`config.mk`:
```
export PLATFORM = sky130hd
export DESIGN_NAME = trng_ctrl
export DESIGN_NICKNAME = d
export VERILOG_FILES = /design/src/rtl/trng_pkg.sv /design/src/rtl/trng_sample_div.sv /design/src/rtl/trng_period_ctr.sv /design/src/rtl/trng_accum.sv /design/src/rtl/trng_ctrl.sv
export SDC_FILE = /design/constraint.sdc
export NUM_CORES = 1
export LEC_CHECK = 0
export ABC_AREA = 1
export BUFFER_PORTS_ARGS = -buffer_cell sky130_fd_sc_hd__buf_2
export CORE_ASPECT_RATIO = 1.25
export CORE_MARGIN = 2
export CORE_UTILIZATION = 40
export CTS_CLUSTER_DIAMETER = 60
export DETAILED_ROUTE_END_ITERATION = 16
export GPL_TIMING_DRIVEN = 0
export PLACE_DENSITY_LB_ADDON = 0.12
export SYNTH_ARGS = -nofsm -noshare
export SYNTH_HDL_FRONTEND = slang
export SYNTH_HIERARCHICAL = 1
export SYNTH_SLANG_ARGS = --single-unit
```
`constraint.sdc`:
```
create_clock -name clk -period 4.6 [get_ports clk]
set_input_delay 1.38 -clock clk [delete_from_list [all_inputs] [get_ports clk]]
set_output_delay 1.38 -clock clk [all_outputs]
set_load 0.05 [all_outputs]
```
`src/rtl/trng_pkg.sv`:
```
package trng_pkg;
  localparam int unsigned FIELD_W        = 8;
  localparam int unsigned CTRL_RUN_BIT   = 10;
  localparam int unsigned CTRL_START_LSB = 16;
  localparam int unsigned CFG_MINREF_LSB = 0;
  localparam int unsigned CFG_DIV_LSB    = 8;
  localparam int unsigned CFG_MAXREF_LSB = 16;

  typedef enum logic [2:0] {
    REG_OUT_LO = 3'd0,
    REG_OUT_HI = 3'd1,
    REG_STATUS = 3'd2,
    REG_IMASK  = 3'd3,
    REG_IACK   = 3'd4,
    REG_CTRL   = 3'd5,
    REG_CFG    = 3'd6
  } reg_idx_e;
endpackage

```
`src/rtl/trng_sample_div.sv`:
```
module trng_sample_div #(
  parameter int unsigned DIV_W = 8
) (
  input  logic             clk,
  input  logic             rst_n,
  input  logic             run,
  input  logic             restart,
  input  logic [DIV_W-1:0] div,
  output logic             tick
);
  logic [DIV_W-1:0] cnt_q, cnt_d;

  assign tick = run && !restart && (cnt_q == div);

  always_comb begin
    cnt_d = cnt_q;
    if (!run || restart || tick) cnt_d = '0;
    else                         cnt_d = cnt_q + 1'b1;
  end

  always_ff @(posedge clk or negedge rst_n) begin
    if (!rst_n) cnt_q <= '0;
    else        cnt_q <= cnt_d;
  end
endmodule

```
`src/rtl/trng_period_ctr.sv`:
```
module trng_period_ctr #(
  parameter int unsigned CNT_W = 25
) (
  input  logic             clk,
  input  logic             rst_n,
  input  logic             run,
  input  logic             clear,
  input  logic             tick,
  input  logic [CNT_W-1:0] target,
  output logic             take,
  output logic             done,
  output logic             ready
);
  logic [CNT_W-1:0] cnt_q, cnt_d, cnt_inc;
  logic             ready_q, ready_d;

  assign cnt_inc = cnt_q + 1'b1;
  assign take    = run && tick && !ready_q && !clear;
  assign done    = take && (cnt_inc >= target);
  assign ready   = ready_q;

  always_comb begin
    cnt_d   = cnt_q;
    ready_d = ready_q;
    if (clear || !run) begin
      cnt_d   = '0;
      ready_d = 1'b0;
    end else if (take) begin
      cnt_d = cnt_inc;
      if (done) ready_d = 1'b1;
    end
  end

  always_ff @(posedge clk or negedge rst_n) begin
    if (!rst_n) begin
      cnt_q   <= '0;
      ready_q <= 1'b0;
    end else begin
      cnt_q   <= cnt_d;
      ready_q <= ready_d;
    end
  end
endmodule

```
`src/rtl/trng_accum.sv`:
```
module trng_accum #(
  parameter int unsigned WORD_W = 64
) (
  input  logic              clk,
  input  logic              rst_n,
  input  logic              take,
  input  logic              done,
  input  logic              noise,
  output logic [WORD_W-1:0] word
);
  logic [WORD_W-1:0] acc_q, acc_d, word_q, word_d, shifted;

  assign shifted = {acc_q[WORD_W-2:0], noise};
  assign word    = word_q;

  always_comb begin
    acc_d  = take ? shifted : acc_q;
    word_d = done ? shifted : word_q;
  end

  always_ff @(posedge clk or negedge rst_n) begin
    if (!rst_n) begin
      acc_q  <= '0;
      word_q <= '0;
    end else begin
      acc_q  <= acc_d;
      word_q <= word_d;
    end
  end
endmodule

```
`src/rtl/trng_ctrl.sv`:
```
module trng_ctrl
  import trng_pkg::*;
#(
  parameter int unsigned ADDR_W       = 6,
  parameter int unsigned ZERO_LOG2    = 24,
  parameter int unsigned START_SHIFT  = 8,
  parameter int unsigned MINREF_SHIFT = 6,
  parameter int unsigned MAXREF_SHIFT = 8
) (
  input  logic              clk,
  input  logic              rst_n,
  input  logic              wr_en,
  input  logic [ADDR_W-1:0] addr,
  input  logic [31:0]       wdata,
  output logic [31:0]       rdata,
  input  logic              noise_in,
  output logic              irq
);
  localparam int unsigned SH_A   = (START_SHIFT > MINREF_SHIFT) ? START_SHIFT : MINREF_SHIFT;
  localparam int unsigned MAX_SH = (SH_A > MAXREF_SHIFT) ? SH_A : MAXREF_SHIFT;
  localparam int unsigned SPAN   = FIELD_W + MAX_SH;
  localparam int unsigned CNT_W  = ((ZERO_LOG2 > SPAN) ? ZERO_LOG2 : SPAN) + 1;
  localparam int unsigned WORD_W = 64;
  localparam logic [CNT_W-1:0] ZERO_SAMPLES = {{(CNT_W-1){1'b0}}, 1'b1} << ZERO_LOG2;

  // address decode
  logic [ADDR_W-3:0] word_idx;
  logic              mapped;
  reg_idx_e          reg_sel;
  logic              hit_ctrl, hit_cfg, hit_mask, hit_ack;

  assign word_idx = addr[ADDR_W-1:2];
  assign mapped   = (addr[1:0] == 2'b00) && (word_idx <= (ADDR_W-2)'(REG_CFG));
  assign reg_sel  = reg_idx_e'(word_idx[2:0]);
  assign hit_ctrl = wr_en && mapped && (reg_sel == REG_CTRL);
  assign hit_cfg  = wr_en && mapped && (reg_sel == REG_CFG);
  assign hit_mask = wr_en && mapped && (reg_sel == REG_IMASK);
  assign hit_ack  = wr_en && mapped && (reg_sel == REG_IACK);

  // register state
  logic               run_q, run_d;
  logic               refill_q, refill_d;
  logic               mask_q, mask_d;
  logic [FIELD_W-1:0] start_q, start_d;
  logic [FIELD_W-1:0] minref_q, minref_d;
  logic [FIELD_W-1:0] div_q, div_d;
  logic [FIELD_W-1:0] maxref_q, maxref_d;

  logic start_p, stop_p, ack_p, clear;
  assign start_p = hit_ctrl &&  wdata[CTRL_RUN_BIT] && !run_q;
  assign stop_p  = hit_ctrl && !wdata[CTRL_RUN_BIT] &&  run_q;
  assign ack_p   = hit_ack  &&  wdata[0] && run_q;
  assign clear   = start_p || stop_p || ack_p;

  logic unused_bits;
  assign unused_bits = ^{wdata[31:24], wdata[15:11], wdata[9:1]};

  always_comb begin
    run_d    = run_q;
    start_d  = start_q;
    minref_d = minref_q;
    div_d    = div_q;
    maxref_d = maxref_q;
    mask_d   = mask_q;
    refill_d = refill_q;
    if (hit_ctrl) begin
      run_d   = wdata[CTRL_RUN_BIT];
      start_d = wdata[CTRL_START_LSB +: FIELD_W];
    end
    if (hit_cfg) begin
      minref_d = wdata[CFG_MINREF_LSB +: FIELD_W];
      div_d    = wdata[CFG_DIV_LSB +: FIELD_W];
      maxref_d = wdata[CFG_MAXREF_LSB +: FIELD_W];
    end
    if (hit_mask) mask_d = wdata[0];
    if (start_p)    refill_d = 1'b0;
    else if (ack_p) refill_d = 1'b1;
  end

  always_ff @(posedge clk or negedge rst_n) begin
    if (!rst_n) begin
      run_q    <= 1'b0;
      refill_q <= 1'b0;
      mask_q   <= 1'b0;
      start_q  <= '0;
      minref_q <= '0;
      div_q    <= '0;
      maxref_q <= '0;
    end else begin
      run_q    <= run_d;
      refill_q <= refill_d;
      mask_q   <= mask_d;
      start_q  <= start_d;
      minref_q <= minref_d;
      div_q    <= div_d;
      maxref_q <= maxref_d;
    end
  end

  // sample-count targets
  function automatic logic [CNT_W-1:0] decode(input logic [FIELD_W-1:0] code,
                                              input int unsigned shift);
    if (code == '0) return ZERO_SAMPLES;
    return CNT_W'(code) << shift;
  endfunction

  logic [CNT_W-1:0] start_n, minref_n, maxref_n, refill_n, target;
  assign start_n  = decode(start_q, START_SHIFT);
  assign minref_n = decode(minref_q, MINREF_SHIFT);
  assign maxref_n = decode(maxref_q, MAXREF_SHIFT);
  assign refill_n = (minref_n < maxref_n) ? minref_n : maxref_n;
  assign target   = refill_q ? refill_n : start_n;

  // datapath
  logic              tick, take, done, ready;
  logic [WORD_W-1:0] out_word;

  trng_sample_div #(.DIV_W(FIELD_W)) u_div (
    .clk(clk), .rst_n(rst_n), .run(run_q), .restart(clear), .div(div_q), .tick(tick)
  );

  trng_period_ctr #(.CNT_W(CNT_W)) u_period (
    .clk(clk), .rst_n(rst_n), .run(run_q), .clear(clear), .tick(tick),
    .target(target), .take(take), .done(done), .ready(ready)
  );

  trng_accum #(.WORD_W(WORD_W)) u_accum (
    .clk(clk), .rst_n(rst_n), .take(take), .done(done), .noise(noise_in), .word(out_word)
  );

  // read port
  always_comb begin
    rdata = '0;
    if (mapped) begin
      case (reg_sel)
        REG_OUT_LO: rdata = out_word[31:0];
        REG_OUT_HI: rdata = out_word[63:32];
        REG_STATUS: rdata[0] = ready;
        REG_IMASK:  rdata[0] = mask_q;
        REG_CTRL: begin
          rdata[CTRL_RUN_BIT] = run_q;
          rdata[CTRL_START_LSB +: FIELD_W] = start_q;
        end
        REG_CFG: begin
          rdata[CFG_MINREF_LSB +: FIELD_W] = minref_q;
          rdata[CFG_DIV_LSB +: FIELD_W]    = div_q;
          rdata[CFG_MAXREF_LSB +: FIELD_W] = maxref_q;
        end
        default: rdata = '0;
      endcase
    end
  end

  assign irq = ready && mask_q;
endmodule

```
* Word-level counts from Yosys, hierarchy flattened
Cells that the tools add are included.
** Cells by class
- Add/subtract/negate cells :: 2
- Magnitude comparators :: 3
- Equal/unequal tests :: 7
- Multiplexer cells :: 26
- Reductions and logical operators :: 36
** Operators with widths (count)
- 25-bit 2-to-1 mux :: 10
- 32-bit 2-to-1 mux :: 1
- 8-bit case mux with 4 select lines :: 1
- 9-bit case mux with 3 select lines :: 1
- 25-bit by 1-bit adder with 25-bit output, second input constant :: 1
- 25-bit greater-or-equal comparator :: 1
- 25-bit less-than comparator :: 1
- 8-bit zero test :: 3
- 1-bit logical AND :: 19
- 8-bit case mux with 2 select lines :: 1
- 5-bit case mux with 3 select lines :: 1
- 3-bit == test, second input constant :: 3
- 8-bit by 1-bit adder with 8-bit output, second input constant :: 1
- 8-bit == test :: 1
- 1-bit 2-to-1 mux :: 8
- 8-bit 2-to-1 mux :: 1
- 3-bit by 2-bit == test with 1-bit output, second input constant :: 2
- 2-bit nonzero test :: 3
- 1-bit case mux with 5 select lines :: 1
- 4-bit by 3-bit less-or-equal comparator with 1-bit output, second input constant :: 1
- 1-bit zero test :: 4
- 1-bit logical OR :: 4
- 1-bit case mux with 4 select lines :: 1
- 3-bit by 1-bit == test with 1-bit output, second input constant :: 1
- 3 further kinds :: 3
** Word-level totals
- Bits in registers :: 196
- Input port bits :: 42
- Output and inout bits :: 33
- Logic and storage cells :: 86

* Longest topological paths before layout
Gate-level depths: netlist of run 1.
- Word-level depth :: 18
- Mapped depth :: 30
- Depth with buffers taken out :: 28

* Cells and area by module
Netlist of run 1, hierarchy kept.
** By module, submodules not included
- trng_accum :: instances 1, cells an instance 536, area an instance 4822.1 um^2, seq. area each 3178.0 um^2
- trng_ctrl :: instances 1, cells an instance 416, area an instance 2698.8 um^2, seq. area each 875.8 um^2
- trng_period_ctr :: instances 1, cells an instance 366, area an instance 2496.1 um^2, seq. area each 650.6 um^2
- trng_sample_div :: instances 1, cells an instance 73, area an instance 521.8 um^2, seq. area each 200.2 um^2

* Worst setup path before layout of run 1
No wires, ideal clock.
- Path type :: input port to output port
- From :: input addr[4]
- To :: output rdata[0]
- Arrival time :: 3.032 ns
- Required time :: 3.220 ns
- Path slack :: 0.188 ns
- Stages :: 7
- Buffers on the path :: 2
- Cells stage by stage :: buf_2 > nor2_1 > nand2_1 > inv_1 > clkbuf_1 > nand2_1 > a41oi_1
** Between the ends
- Cells in the longest elaborated chain, start to end :: 3
- Elaborated cells between the ends (all ways) :: 9
- Classes of those cells :: order compare: 1; eq/ne: 4; mux: 2; reduce/logical: 2
** RTL lines
- start: declaration :: RTL line trng_ctrl.sv:13 : input logic [ADDR_W-1:0] addr,
- 4-bit by 3-bit less-or-equal comparator with 1-bit output (tied with other cells) :: RTL line trng_ctrl.sv:33 : assign mapped = (addr[1:0] == 2'b00) && (word_idx <= (ADDR_W-2)'(REG_CFG));
- 1-bit logical AND or 1-bit case mux with 5 select lines (tied branches) :: RTL line trng_ctrl.sv:33, trng_ctrl.sv:135
- 32-bit 2-to-1 mux * :: RTL line trng_ctrl.sv:134 : if (mapped) begin
- end: declaration :: RTL line trng_ctrl.sv:15 : output logic [31:0] rdata,
Mark *: on every way between the ends. The rest lies on a longest branch, timed or not.

* Worst setup path in the final report of run 1
- From :: input addr[4]
- To :: output rdata[21]
** Between the ends
- Cells in the longest elaborated chain, start to end :: 3
- Elaborated cells between the ends (all ways) :: 8
- Classes of those cells :: order compare: 1; eq/ne: 3; mux: 2; reduce/logical: 2
** RTL lines (RTL line)
- 4-bit by 3-bit less-or-equal comparator with 1-bit output (tied with other cells) :: trng_ctrl.sv:33
- 1-bit logical AND or 8-bit case mux with 4 select lines (tied branches) :: trng_ctrl.sv:33, trng_ctrl.sv:135
- 32-bit 2-to-1 mux * :: trng_ctrl.sv:134
Marked as above.

==> metrics.cfg, run 1 <==
[timing]
finalHoldViolations = 0
hold_ws_ns = 0.474
rsz0062_at_grt = false
fin_crit_ns = 4.50
setup_slack_ns = 0.0975
slew_headroom = 0.404
fin_crit_sh = 0.979
fmax_mhz = 222
finalClockSkew_ns = 0.00673
setup_viol = 0
worst_pin_slew_ns = 0.895
report.final.slew_viol_count = 0

[route]
drt-pass1-iter-count = 5
wire_per_inst_um = 15.0
drt_iter0_markers = 508
vias = 8846
drcViolationCount = 0
vias_per_cell = 4.80
wl_um = 27600
ant_nets = 0

[final_layout]
area_growth_pct = 13.7
fin_util = 0.462
drive_gt1_frac = 0.123
layout.nets = 1565
finalInstanceArea_um2 = 12000

[yosys]
synth_async_sr_flop_share = 1.00
synth_cell_types = 45
synth-seq-area-share = 0.465
yosysTopAreaCell = dfrtp_1
postSynthAreaPerCell_um2 = 7.58
synth_ff_type = dfrtp_1
synth_most_common_cell = nand2_1
netlist_area_um2 = 10500
yosys_warnings = 6
synthCells = 1391
netlist_top_cells_count = nand2_1, dfrtp_1, inv_1
synth_top_area_share = 0.465
synth-seq-cells = 196
synthTopCellsByArea = dfrtp_1, nand2_1, inv_1
synth-edff-count = 0

[place]
dp_slack_ns = -0.372
dp_hpwl_um = 21300
io_buffers = 66
gp_congestion = 0.882
placed_cell_area_um2 = 11400

[floorplan]
core_area_um2 = 25900
ioPinCount = 75
fp.dieH_um = 185
fp.dieW_um = 149
initial_core_util = 0.406
die_area_um2 = 27700
rows = 66

[grt]
gr-total-overflow = 0
grt_max_degree = 110
grt_pass1_vias = 8677
grt_pass1_wl_um = 44800
grtUsageMet3 = 0.0306
grt_antenna_before_repair = 1
grt_util_met2 = 0.380
use_met1 = 0.255
top_usage_layer = met2
track_usage = 0.210

[worst_setup_path]
reg2reg_depth = 25
end_kind = output pin
endpoint = rdata[21]
cp-startpoint = addr[4]
path_class = input port to output pin
rr_startpoint = maxref_q[3]$_DFFE_PN0P_
arrival_ns = 3.12
path_max_fanout = 10
rrSetupSlack_ns = 0.54
r2r_end = u_accum/word[33]$_DFFE_PN0P_
required_ns = 3.22
critPathLaunchType = input port

[clock_network]
clk_pin_slew_ns = 0.07
cts-htree-levels = 4
cts_sinks = 196
clk_path_buf_depth = 2
clock_latency_ns = 0.43
root_buffer = clkbuf_16
cts_buffers = 17
cts_tree = built
post_cts_buffers = 0

[pwr]
p_total_mw = 4.77
p_leak_nw = 6.71
power_density_nw_per_um2 = 398
ir_drop_mv = 0.233

[run_status]
status = finished clean

[job]
cap_violations = 0

[hold_path]
hold_path.class = flip-flop to flip-flop

==> final cells by class <==
class | count | area, um^2
diodes | 1 | 2.50
plain buffers | 53 | 327
clock buffers | 19 | 433
clock inverters | 13 | 150
fillers | 2740 | 13900
inverters | 149 | 564
multi-input cells | 1006 | 4810
flip-flops and latches | 196 | 4900
well taps | 340 | 425
repair buffers | 67 | 373
==> where the power goes <==
| part | internal, mW | switching, mW | leakage, nW |
|---|---|---|---|
| Sequential | 1.89 | 0.199 | 2.67 |
| Combinational | 0.411 | 0.765 | 3.75 |
| Clock | 0.814 | 0.690 | 0.283 |
==> state kept, by name (all words and copies together), names as in the netlist <==
register	flops
u_accum/word	64
u_accum/acc_q	63
u_period/cnt_q	25
div_q	8
maxref_q	8
minref_q	8
start_q	8
u_div/cnt_q	8
mask_q	1
refill_q	1
run_q	1
u_period/ready	1
==> layout by cell type (no fill, tap or decap), types with 6 or more instances in the layout <==
cell type / n
a21oi_1: 23
a41oi_1: 6
and2_1: 7
buf_2: 84
buf_4: 6
buf_6: 10
clkbuf_1: 14
clkbuf_16: 17
conb_1: 14
dfrtp_1: 196
ha_1: 33
inv_1: 142
mux2_4: 8
nand2_1: 654
nand2_2: 6
nand3_1: 62
nand4_1: 24
nor2_1: 59
o21ai_0: 34
o22ai_1: 8
xnor2_1: 6
xor2_1: 10
==> worst min path at each step <==
stage / cells past startpoint / slack (ns) / start / endpoint
final: 2 / 0.47 / u_accum/word[61]$_DFFE_PN0P_ / u_accum/word[61]$_DFFE_PN0P_
after global routing: 2 / 0.50 / u_accum/word[36]$_DFFE_PN0P_ / u_accum/word[36]$_DFFE_PN0P_
after CTS: 2 / 0.48 / u_accum/word[42]$_DFFE_PN0P_ / u_accum/word[42]$_DFFE_PN0P_
after detailed placement: 2 / 0.46 / u_accum/word[29]$_DFFE_PN0P_ / u_accum/word[29]$_DFFE_PN0P_
after global placement: 2 / 0.45 / u_accum/word[29]$_DFFE_PN0P_ / u_accum/word[29]$_DFFE_PN0P_
after floorplan: 2 / 0.44 / u_accum/acc_q[62]$_DFFE_PN0P_ / u_accum/acc_q[62]$_DFFE_PN0P_
==> logic make-up (layout without fill, tap and decap cells) <==
kind of cell | count (synthesis) | in the layout | synth area share
other cells | 1 | 15 | 0.000356
mux | 8 | 8 | 0.0114
compound gates | 89 | 89 | 0.0500
xor+xnor | 17 | 17 | 0.0148
simple gates | 845 | 845 | 0.335
flops | 196 | 196 | 0.465
buf+inv | 202 | 301 | 0.0841
fa+ha+maj | 33 | 33 | 0.0392
==> per-layer routing <==
layer,vias to the layer above,routed length (um)
li1,4501,-
met2,116,14200
met4,0,647
met1,4195,12100
met3,34,623
met5,-,0
==> per-stage QoR <==
step | instances | setup TNS [ns]
floorplan | 1404 | 0
global route | 1844 | 0
global placement | 1810 | -283.47
CTS | 1843 | 0
detailed placement | 1811 | -25.55
finish | 1844 | 0
==> repair_timing <==
action / in CTS / in global routing
endpoints found under the setup margin: 7 / 72
hold buffers: 0 / 0
pin swaps: 0 / 0
gates resized for setup: 2 / 10
==> critical path, stage by stage <==
cell      delay, ns
buf_2          0.12
buf_2          0.18
nor2_1         0.13
nand2_1        0.06
inv_1          0.18
buf_2          0.27
nand2_1        0.12
a41oi_1        0.36
clkbuf_4       0.32
Power figures use the tool's default switching activity.
==> inputs of run 2 (changes only) <==
clock period = 3.77 ns   (was 4.6 ns; I/O delays follow)
==> metrics.cfg, run 2 (same netlist as run 1, synthesis figures left out) <==
[worst_setup_path]
required_ns = 2.64
arrival_ns = 2.60
rrSetupSlack_ns = 0.20
cp_slowest_stage_delay_ns = 0.25
path_depth = 9
path_class = input port to output pin
reg2reg_depth = 28
rr_startpoint = minref_q[4]$_DFFE_PN0P_
path_max_fanout = 10
critPathTopFamily = buffers and inverters
end_kind = output pin
worstPathCellList = buf_2 -> buf_2 -> nor2_1 -> nand2_1 -> inv_2 -> clkbuf_4 -> nand2_1 -> a41oi_2 -> buf_4
critical_path_buf_inv_count = 5
r2r_end = u_accum/word[33]$_DFFE_PN0P_
cp_slowest_cell = a41oi_2
critPathLaunchType = input port

[clock_network]
cts_buffers = 17
cts_hold_buf = 0
clk_pin_slew_ns = 0.07
cts_sinks = 196
clk_path_buf_depth = 2
clock_latency_ns = 0.44
root_buffer = clkbuf_16
cts-htree-levels = 4
cts_tree = built

[hold_path]
hold_path.class = flip-flop to flip-flop
holdPathStages = 2
holdCritStartpoint = u_accum/word[51]$_DFFE_PN0P_
whs_endpoint = u_accum/word[51]$_DFFE_PN0P_

[final_layout]
stdcell_count = 1858
fin_util = 0.482
nFillCells = 2635
final_common_cell = nand2_1
layout.nets = 1579
multi_input_area_um2 = 5010
finalInstanceArea_um2 = 12500
area_growth_pct = 18.5
drive_gt1_frac = 0.163
largest_reg_flops = 64
final_cell_mix = nand2_1, dfrtp_1, inv_1
seq_area_um2 = 4910

[route]
vias_per_cell = 4.83
vias = 8971
wl_um = 28300
drt-pass1-iter-count = 5
wire_per_inst_um = 15.2
drcViolationCount = 0
drt_iter0_markers = 534
ant_nets = 0

[pwr]
comb_power_share = 0.252
internal_power_mw = 3.95
pwr-share-seq = 0.422
switching_share = 0.347
p_leak_nw = 6.84
power_density_nw_per_um2 = 485
clkPwrFrac = 0.326
ir_drop_mv = 0.288
p_sw_mw = 2.10

[grt]
track_usage = 0.215
gr-total-overflow = 0
grt_max_degree = 120
grt_antenna_before_repair = 1
grt_pass1_vias = 8918
grt_pass1_wl_um = 46000

[run_status]
status = finished clean

[place]
placed_cell_area_um2 = 11500
dp_hpwl_um = 21400
placed_cells_incl_taps = 1811
gp_congestion = 0.860
io_buffers = 66

[floorplan]
die_area_um2 = 27700
initial_core_util = 0.406
fp.dieW_um = 149
fp.dieH_um = 185
ioPinCount = 75
core_area_um2 = 25900
rows = 66

[timing]
hold_ws_ns = 0.472
slew_headroom = 0.571
finalClockSkew_ns = 0.0103
report.final.slew_viol_count = 0
fmax_mhz = 268
worst_pin_slew_ns = 0.643
fin_crit_sh = 0.991
fin_crit_ns = 3.73
fin_tns_setup_ns = 0
setup_viol = 0
finalHoldViolations = 0

[job]
cap_violations = 0

## run 2: cell type report
| class | instances | share of cell area |
|---|---|---|
| sequential | 196 | 0.393 |
| timing repair buffer | 82 | 0.0422 |
| clock inverter | 13 | 0.0149 |
| multi-input combinational | 1006 | 0.401 |
| antenna | 1 | 0.000200 |
| clock buffer | 19 | 0.0355 |
| inverter | 149 | 0.0462 |
| buffer | 52 | 0.0326 |
| tap | 340 | 0.0341 |
## run 2: how the worst max path moves through the flow
stage,from,end,slack (ns)
final,addr[4],rdata[17],0.04
after floorplan,addr[4],rdata[22],0.07
after detailed placement,addr[4],u_accum/word[33]$_DFFE_PN0P_,-0.89
after CTS,addr[4],rdata[0],0.006
after global routing,minref_q[4]$_DFFE_PN0P_,u_accum/word[62]$_DFFE_PN0P_,-0.06
after global placement,rst_n,u_accum/word[26]$_DFFE_PN0P_,-1.96
## run 2: routing by layer
| layer | wire [um] | vias up | GRT usage |
|---|---|---|---|
| met5 | 0 | - | 0 |
| met4 | 811 | 0 | 0.0819 |
| met3 | 709 | 44 | 0.0294 |
| met2 | 14700 | 148 | 0.391 |
| met1 | 12100 | 4238 | 0.256 |
| li1 | - | 4541 | - |
## run 2: metrics by stage
step	setup slack, ns	power [mW]
5_1_grt	-0.0623	6.43
6_report	0.0355	6.05
3_3_place_gp	-1.96	4.02
4_1_cts	0.00585	6.04
3_5_place_dp	-0.890	4.05
2_1_floorplan	0.0723	3.56
## run 2: worst reg2reg max path: cells and delay by family (launching register included)
family / cells / cell delay (ns)
adders and majority gates: 2 / 0.52
buffers and inverters: 6 / 0.65
DFF: 1 / 0.44
and+or+nand+nor: 18 / 1.58
AOI/OAI and AO/OA: 2 / 0.28
## run 2: power by group through the flow
stage / combinational (mW) / clock, mW / sequential [mW]
2_1_floorplan: 1.06 / 0 / 2.51
3_3_place_gp: 1.43 / 0 / 2.59
3_5_place_dp: 1.45 / 0 / 2.59
4_1_cts: 1.47 / 2.02 / 2.55
5_1_grt: 1.73 / 2.10 / 2.60
6_report: 1.52 / 1.97 / 2.56
## run 2: timing repair
item                                    in CTS  in global routing
pin swaps                                    7                 16
resized for setup                           39                 58
setup buffers                                8                  7
endpoints found under the setup margin     159                156
==> inputs of run 3 (changes only) <==
CORE_UTILIZATION = 45   (was 40)
==> metrics.cfg, run 3 (same netlist as run 1, synthesis figures left out) <==
[grt]
gr-total-overflow = 0
grt_pass1_wl_um = 43900
grt_antenna_before_repair = 0
grt_max_degree = 103
track_usage = 0.227
grt_pass1_vias = 8624

[route]
wl_um = 27300
drt_iter0_markers = 556
drcViolationCount = 0
wl_met1_um = 12500
wl_met2_um = 13300
wire_per_inst_um = 15.2
highest_layer = met4
vias_per_cell = 4.99
wl_met3_um = 921
vias = 9001
ant_nets = 0
drt-pass1-iter-count = 5

[final_layout]
drive_gt1_frac = 0.168
largest_reg_flops = 64
final_common_cell = nand2_1
layout.nets = 1578
final_cell_mix = nand2_1, dfrtp_1, inv_1
antenna_cells = 0
area_growth_pct = 18.3

[pwr]
comb_power_share = 0.265
p_total_mw = 5.92
ir_drop_mv = 0.323
switching_share = 0.361
power_density_nw_per_um2 = 475
clkPwrFrac = 0.304
pwr-share-seq = 0.432
p_sw_mw = 2.14
internal_power_mw = 3.78
p_leak_nw = 6.83

[timing]
setup_viol = 0
slew_headroom = 0.510
report.final.slew_viol_count = 0
finalHoldViolations = 0
worst_pin_slew_ns = 0.735
fin_crit_ns = 3.74
setup_slack_ns = 0.0324
fin_crit_sh = 0.991
fmax_mhz = 268
finalClockSkew_ns = 0.0108

[floorplan]
core_area_um2 = 23000
die_area_um2 = 24700
ioPinCount = 75
fp.dieH_um = 175
fp.dieW_um = 141
initial_core_util = 0.459
rows = 62

[worst_setup_path]
worstPathCellList = buf_2 -> clkbuf_4 -> nor2_1 -> nand2_1 -> inv_2 -> clkbuf_4 -> nand2_1 -> a41oi_2 -> buf_4
critPathTopFamily = buffers and inverters
path_max_fanout = 10
cp_slowest_stage_delay_ns = 0.24
end_kind = output pin
critPathLaunchType = input port
cp_slowest_cell = a41oi_2
critical_path_buf_inv_count = 5
path_class = input port to output pin
required_ns = 2.64
arrival_ns = 2.61

[clock_network]
clk_path_buf_depth = 2
root_buffer = clkbuf_16
cts-htree-levels = 4
clock_latency_ns = 0.45
cts_sinks = 196
cts_buffers = 17
cts_tree = built
clk_pin_slew_ns = 0.07

[place]
io_buffers = 66
dp_hpwl_um = 20300
dp_slack_ns = -0.803
gp_congestion = 0.849

[job]
cap_violations = 0

[hold_path]
hold_path.class = flip-flop to flip-flop

[run_status]
status = finished clean

## run 3: cell types whose count changed in the layout (fill, tap and decap cells not counted), sizes merged
| cell | delta |
|---|---|
| diode | -1 |
| clkinv | +1 |
| bufinv | -3 |
| clkbuf | -2 |
| inv | +3 |
## run 3: worst register-to-register path, stage by stage, from the launching register on
cell	delay, ns
dfrtp_2	0.43
nor4_2	0.26
nand3_1	0.18
ha_4	0.32
nand3_2	0.08
nor2_2	0.10
a21oi_2	0.08
buf_6	0.14
nand3_1	0.07
nand3_1	0.10
nand2_1	0.09
inv_1	0.08
ha_4	0.26
a21o_1	0.17
nor2_1	0.09
nand2_1	0.06
a21oi_1	0.12
nand3_1	0.09
nand2_2	0.09
inv_2	0.07
buf_12	0.14
buf_8	0.14
clkbuf_16	0.15
nand2_1	0.06
nand2_1	0.05
## run 3: final timing paths
check,from,end,slack [ns],depth (start not counted)
max,addr[4],rdata[0],0.03,9
min,u_accum/word[19]$_DFFE_PN0P_,u_accum/word[19]$_DFFE_PN0P_,0.47,2
max reg2reg,maxref_q[0]$_DFFE_PN0P_,u_accum/word[30]$_DFFE_PN0P_,0.23,24
min reg2reg,u_accum/word[19]$_DFFE_PN0P_,u_accum/word[19]$_DFFE_PN0P_,0.47,2
max in group asynchronous,rst_n,u_accum/acc_q[55]$_DFFE_PN0P_,2.09,2
min in group asynchronous,rst_n,div_q[7]$_DFFE_PN0P_,0.72,1
## run 3: metrics by stage
stage | util | cells | instance area [um^2] | TNS (ns) | hold WS, ns
after floorplan | - | 1404 | 10700 | 0 | 0.442
after global placement | 0.495 | 1758 | 11400 | -458.07 | 0.454
after detailed placement | 0.497 | 1759 | 11400 | -99.16 | 0.459
after CTS | 0.525 | 1791 | 12100 | 0 | 0.478
after global routing | 0.543 | 1804 | 12500 | -0.0992 | 0.493
final | 0.543 | 1804 | 12500 | 0 | 0.472
## run 3: power groups by stage
stage          Sequential (mW)  Clock (mW)  Combinational [mW]
6_report                  2.56        1.80                1.57
4_1_cts                   2.55        1.84                1.46
3_3_place_gp              2.58           0                1.42
5_1_grt                   2.59        1.92                1.78
3_5_place_dp              2.58           0                1.45
2_1_floorplan             2.51           0                1.06
## run 3: final cells by class
cell class,instances,area (um^2)
Sequential cell,196,4910
Timing Repair Buffer,81,552
Clock buffer,18,439
Tap cell,288,360
Buffer,52,423
Fill cell,2235,10500
Clock inverter,14,135
Multi-Input combinational cell,1006,5060
Inverter,149,581
## run 3: layer usage
layer / GRT usage / vias up
li1: - / 4538
met4: 0.0792 / 0
met3: 0.0343 / 38
met2: 0.381 / 157
met1: 0.299 / 4268
met5: 0 / -
## run 3: repair_timing
item / CTS / global route
pin swaps: 1 / 21
cloned: 0 / 2
gates resized for setup: 34 / 77
endpoints found under the setup margin: 158 / 169
hold buffers: 0 / 0
buffers inserted: 1 / 11
hold endpoints to repair: 0 / 0
